**src/rtl/usr_pkg.sv**
```systemverilog
package usr_pkg;
  typedef enum logic [1:0] {
    MODE_HOLD = 2'b00,
    MODE_SHUP = 2'b01,
    MODE_SHDN = 2'b10,
    MODE_LOAD = 2'b11
  } usr_mode_e;
endpackage

```
**src/rtl/usr_bit_cell.sv**
```systemverilog
module usr_bit_cell
  import usr_pkg::*;
(
  input  usr_mode_e mode,
  input  logic      cur_v,
  input  logic      from_below,
  input  logic      from_above,
  input  logic      par_v,
  output logic      nxt_v
);
  always_comb begin
    unique case (mode)
      MODE_HOLD: nxt_v = cur_v;
      MODE_SHUP: nxt_v = from_below;
      MODE_SHDN: nxt_v = from_above;
      MODE_LOAD: nxt_v = par_v;
      default:   nxt_v = cur_v;
    endcase
  end
endmodule

```
**src/rtl/usr_drive_ctrl.sv**
```systemverilog
module usr_drive_ctrl
  import usr_pkg::*;
(
  input  usr_mode_e mode,
  input  logic      oe_a_n,
  input  logic      oe_b_n,
  output logic      drv_en
);
  logic enables_on;
  logic load_pending;

  assign enables_on   = ~oe_a_n & ~oe_b_n;
  assign load_pending = (mode == MODE_LOAD);
  assign drv_en       = enables_on & ~load_pending;
endmodule

```
**src/rtl/usr_shift_reg.sv**
```systemverilog
module usr_shift_reg
  import usr_pkg::*;
#(
  parameter int WIDTH = 8
) (
  input  logic             clk,
  input  logic             clr_n,
  input  logic [1:0]       sel,
  input  logic             ser_r_in,
  input  logic             ser_l_in,
  input  logic             oe_a_n,
  input  logic             oe_b_n,
  input  logic [WIDTH-1:0] pin_in,
  output logic [WIDTH-1:0] pin_out,
  output logic             pin_oe,
  output logic             ser_q_lo,
  output logic             ser_q_hi
);
  localparam int TOP = WIDTH - 1;

  usr_mode_e        mode;
  logic [WIDTH-1:0] q;
  logic [WIDTH-1:0] q_nxt;
  logic [WIDTH-1:0] below_src;
  logic [WIDTH-1:0] above_src;

  assign mode      = usr_mode_e'(sel);
  assign below_src = {q[TOP-1:0], ser_r_in};
  assign above_src = {ser_l_in, q[TOP:1]};

  for (genvar i = 0; i < WIDTH; i++) begin : g_cell
    usr_bit_cell cell_i (
      .mode       (mode),
      .cur_v      (q[i]),
      .from_below (below_src[i]),
      .from_above (above_src[i]),
      .par_v      (pin_in[i]),
      .nxt_v      (q_nxt[i])
    );
  end

  always_ff @(posedge clk or negedge clr_n) begin
    if (!clr_n) q <= '0;
    else        q <= q_nxt;
  end

  usr_drive_ctrl drv_i (
    .mode   (mode),
    .oe_a_n (oe_a_n),
    .oe_b_n (oe_b_n),
    .drv_en (pin_oe)
  );

  assign pin_out  = q;
  assign ser_q_lo = q[0];
  assign ser_q_hi = q[TOP];

  p_clear_r1: assert property (@(posedge clk) !clr_n |=> q == '0);
  p_hold_r2: assert property (@(posedge clk) disable iff (!clr_n)
    sel == 2'b00 |=> $stable(q));
  p_shup_r3: assert property (@(posedge clk) disable iff (!clr_n)
    sel == 2'b01 |=> q == {$past(q[TOP-1:0]), $past(ser_r_in)});
  p_shdn_r4: assert property (@(posedge clk) disable iff (!clr_n)
    sel == 2'b10 |=> q == {$past(ser_l_in), $past(q[TOP:1])});
  p_load_r5: assert property (@(posedge clk) disable iff (!clr_n)
    sel == 2'b11 |=> q == $past(pin_in));
  p_drive_off_r6: assert property (@(posedge clk) disable iff (!clr_n)
    (oe_a_n || oe_b_n || sel == 2'b11) |-> !pin_oe);
  p_drive_on_r6: assert property (@(posedge clk) disable iff (!clr_n)
    (!oe_a_n && !oe_b_n && sel != 2'b11) |-> pin_oe);
  p_ser_ends_r8: assert property (@(posedge clk) disable iff (!clr_n)
    ser_q_lo == pin_out[0] && ser_q_hi == pin_out[TOP]);
endmodule

```
**config.mk**
```make
export PLATFORM = sky130hd
export DESIGN_NAME = usr_shift_reg
export DESIGN_NICKNAME = d
export VERILOG_FILES = /design/src/rtl/usr_pkg.sv /design/src/rtl/usr_bit_cell.sv /design/src/rtl/usr_drive_ctrl.sv /design/src/rtl/usr_shift_reg.sv
export SDC_FILE = /design/constraint.sdc
export NUM_CORES = 1
export LEC_CHECK = 0
export BUFFER_PORTS_ARGS = -buffer_cell sky130_fd_sc_hd__buf_2
export CAP_MARGIN = 20
export CORE_AREA = 4 4 41 43
export CTS_CLUSTER_DIAMETER = 80
export DETAILED_ROUTE_END_ITERATION = 8
export DIE_AREA = 0 0 45 47
export GPL_ROUTABILITY_DRIVEN = 0
export MAX_ROUTING_LAYER = met4
export PLACE_DENSITY_LB_ADDON = 0.15
export SYNTH_ARGS = -nofsm -noshare
export SYNTH_HDL_FRONTEND = slang
export SYNTH_HIERARCHICAL = 1
export SYNTH_SLANG_ARGS = --single-unit
```
**constraint.sdc**
```tcl
create_clock -name clk -period 1.35 [get_ports clk]
set_input_delay 0.0675 -clock clk [delete_from_list [all_inputs] [get_ports clk]]
set_output_delay 0.0675 -clock clk [all_outputs]
set_load 0.005 [all_outputs]
```
==> impl_metrics.ini <==
[synthesis]
syn_nets = 35
muxShareOfSynthArea_pct = 44.2
synth_top_family_by_area = multiplexers
netlist_instances = 19
ys_types = 4
synthSimpleGateAreaFrac_pct = 0
synth-xor-area-share_pct = 0
avgSynthCellArea_um2 = 21.5
synth.area.top_cells = dfrtp_1 49%, mux4_2 44%, buf_4 3.7%, a211oi_2 3.1%
synth_top_area_share_pct = 49.1
synth_fa_ha_area_share_pct = 0
syn_area_um2 = 408
yosys_warnings = 6
synth-compound-area-share_pct = 3.07
yosysSeqAreaShare_pct = 49.1
synth_top_cell_by_area = dfrtp_1
ys_ff_latch = 8

[setup_path]
reg2reg_from = pin_out[1]
crit_arrival_ps = 1130
reg2reg_depth = 1
worst-path-max-fanout = 4
crit_type = flip-flop to flip-flop
slowest_stage = mux4_2
max_stage_delay_ps = 470
critPathRequiredTime_ps = 1460
startpoint = pin_out[1]
path_cells = mux4_2
cp_num_cells = 1
start_kind = flip-flop
path_buf_inv = 0
timing.critical_path.max_delay_family = multiplexers
crit_path_end_kind = flip-flop

[finish]
multi_input_area_um2 = 193
largest_register_ffs = 8
ff_latch_area_um2 = 200
nets = 65
layout_commonest_cell = buf_2
mostFrequentLayoutCells = 26 x buf_2, 8 x mux4_2, 8 x dfrtp_1
n_antenna_cell = 0
drive_above_1_share_pct = 80.9
n_fill_cell = 129
finalNonFillerCells = 62
final_area_um2 = 574
synthToLayoutAreaGrowth_pct = 40.8

[worst_hold_path]
hp-start = pin_in[6]
whs_path_depth = 2
worst_hold_path_type = primary input to flip-flop

[detailed_routing]
drt-total-wl_um = 991
wire_per_inst_um = 16.0
via_count = 327
detail-route-antenna-nets = 0
drc = 0
avgViaCountPerCell = 5.27
firstDrtPassIters = 2
drt_iter0_drc = 1

[global_route]
grt_pass1_vias = 368
grt-ovfl-total = 0
grt_antenna_before_repair = 0
grt_max_degree = 10
grt_pass1_wl_um = 1630
grtUsageTotal_pct = 12.0

[floorplanning]
num_rows = 13
core-area_mm2 = 0.00130
die_area_mm2 = 0.00212
chipHeight_um = 47
die_x_um = 45
start_util_pct = 31.3
ios = 27

[timing]
tightestPinTransition_ps = 283
post-route-min-period_ps = 1010
maxSlewHeadroom_pct = 81.1
min_period_over_period_pct = 75.0
setup_tns_ps = 0
final-setup-viol-count = 0
rsz0062_at_grt = no
hold_viol = 0
finClkSkew_ps = 2.40
finalMaxSlewViolations = 0
fmax_mhz = 987

[clocking]
clockBufferDepth = 2
root_buffer = clkbuf_4
cts_setup_buffers = 0
cts_tree = done
clkTransAtPathRegs_ps = 50
clk_latency_ps = 250
post_cts_resized = 0
cts_buffers = 3
cts_sinks = 8
ctsHoldBuffers = 1
h-tree-depth = 1

[pwr]
p_switching_mw = 0.194
swShare_pct = 26.7
combPwrFrac_pct = 28.2
seq_power_share_pct = 47.5
p_per_area_mw_per_mm2 = 1270
max-vdd-ir-drop_v = 0.000550
power_mw = 0.727
p_clk_share_pct = 24.3
leakage_nw = 0.268
p_int_mw = 0.533

[place]
io_buffers = 26
dpl.cell_count = 58
placed_area_um2 = 542

[outcome]
status = finished, final reports clean

[run]
drv_cap = 0
-- cell families (layout without fill, tap and decap cells) --
family,after synthesis,in the layout
mux,8,8
buf+inv,2,30
compound gates,1,1
flops,8,8
-- cell usage after synthesis, drive strengths merged --
master  number
mux4         8
a211oi       1
dfrtp        8
buf          2
-- stage by stage --
| step | util (%) | setup WS [ps] | hold WS, ps |
|---|---|---|---|
| after floorplan | - | 382 | -228 |
| after global placement | 41.6 | 346 | -86.9 |
| after detailed placement | 41.6 | 315 | -78.8 |
| after CTS | 44.1 | 332 | 126 |
| after global routing | 44.1 | 298 | 126 |
| final | 44.1 | 337 | 134 |
-- cell type report --
type	count	area share, %
well taps	15	3.27
flip-flops and latches	8	34.9
clock buffers	3	3.92
repair buffers	27	24.4
multi-input cells	9	33.6
-- path summary, 6_finish.rpt --
kind                            slack (ps)    endpoint
worst max-delay path                   340  pin_out[1]
worst min-delay path                   130  pin_out[6]
worst max register to register         340  pin_out[1]
worst min register to register         640  pin_out[6]
max in group asynchronous              980  pin_out[5]
min in group asynchronous              190  pin_out[4]
-- power groups by stage --
| stage | clock (mW) | combinational [mW] | sequential, mW |
|---|---|---|---|
| finish | 0.177 | 0.205 | 0.345 |
| global route | 0.199 | 0.222 | 0.357 |
| CTS | 0.187 | 0.209 | 0.347 |
| detailed placement | 0 | 0.208 | 0.348 |
| global placement | 0 | 0.202 | 0.344 |
| floorplan | 0 | 0.107 | 0.340 |
-- layer usage --
| layer | share of wire (%) | GRT usage [%] |
|---|---|---|
| met1 | 38 | 11.7 |
| met2 | 47 | 20.1 |
| met3 | 13 | 4.98 |
| met4 | 1.5 | 7.02 |
| met5 | 0 | - |
No activity file was read; power rests on OpenSTA's default activity.
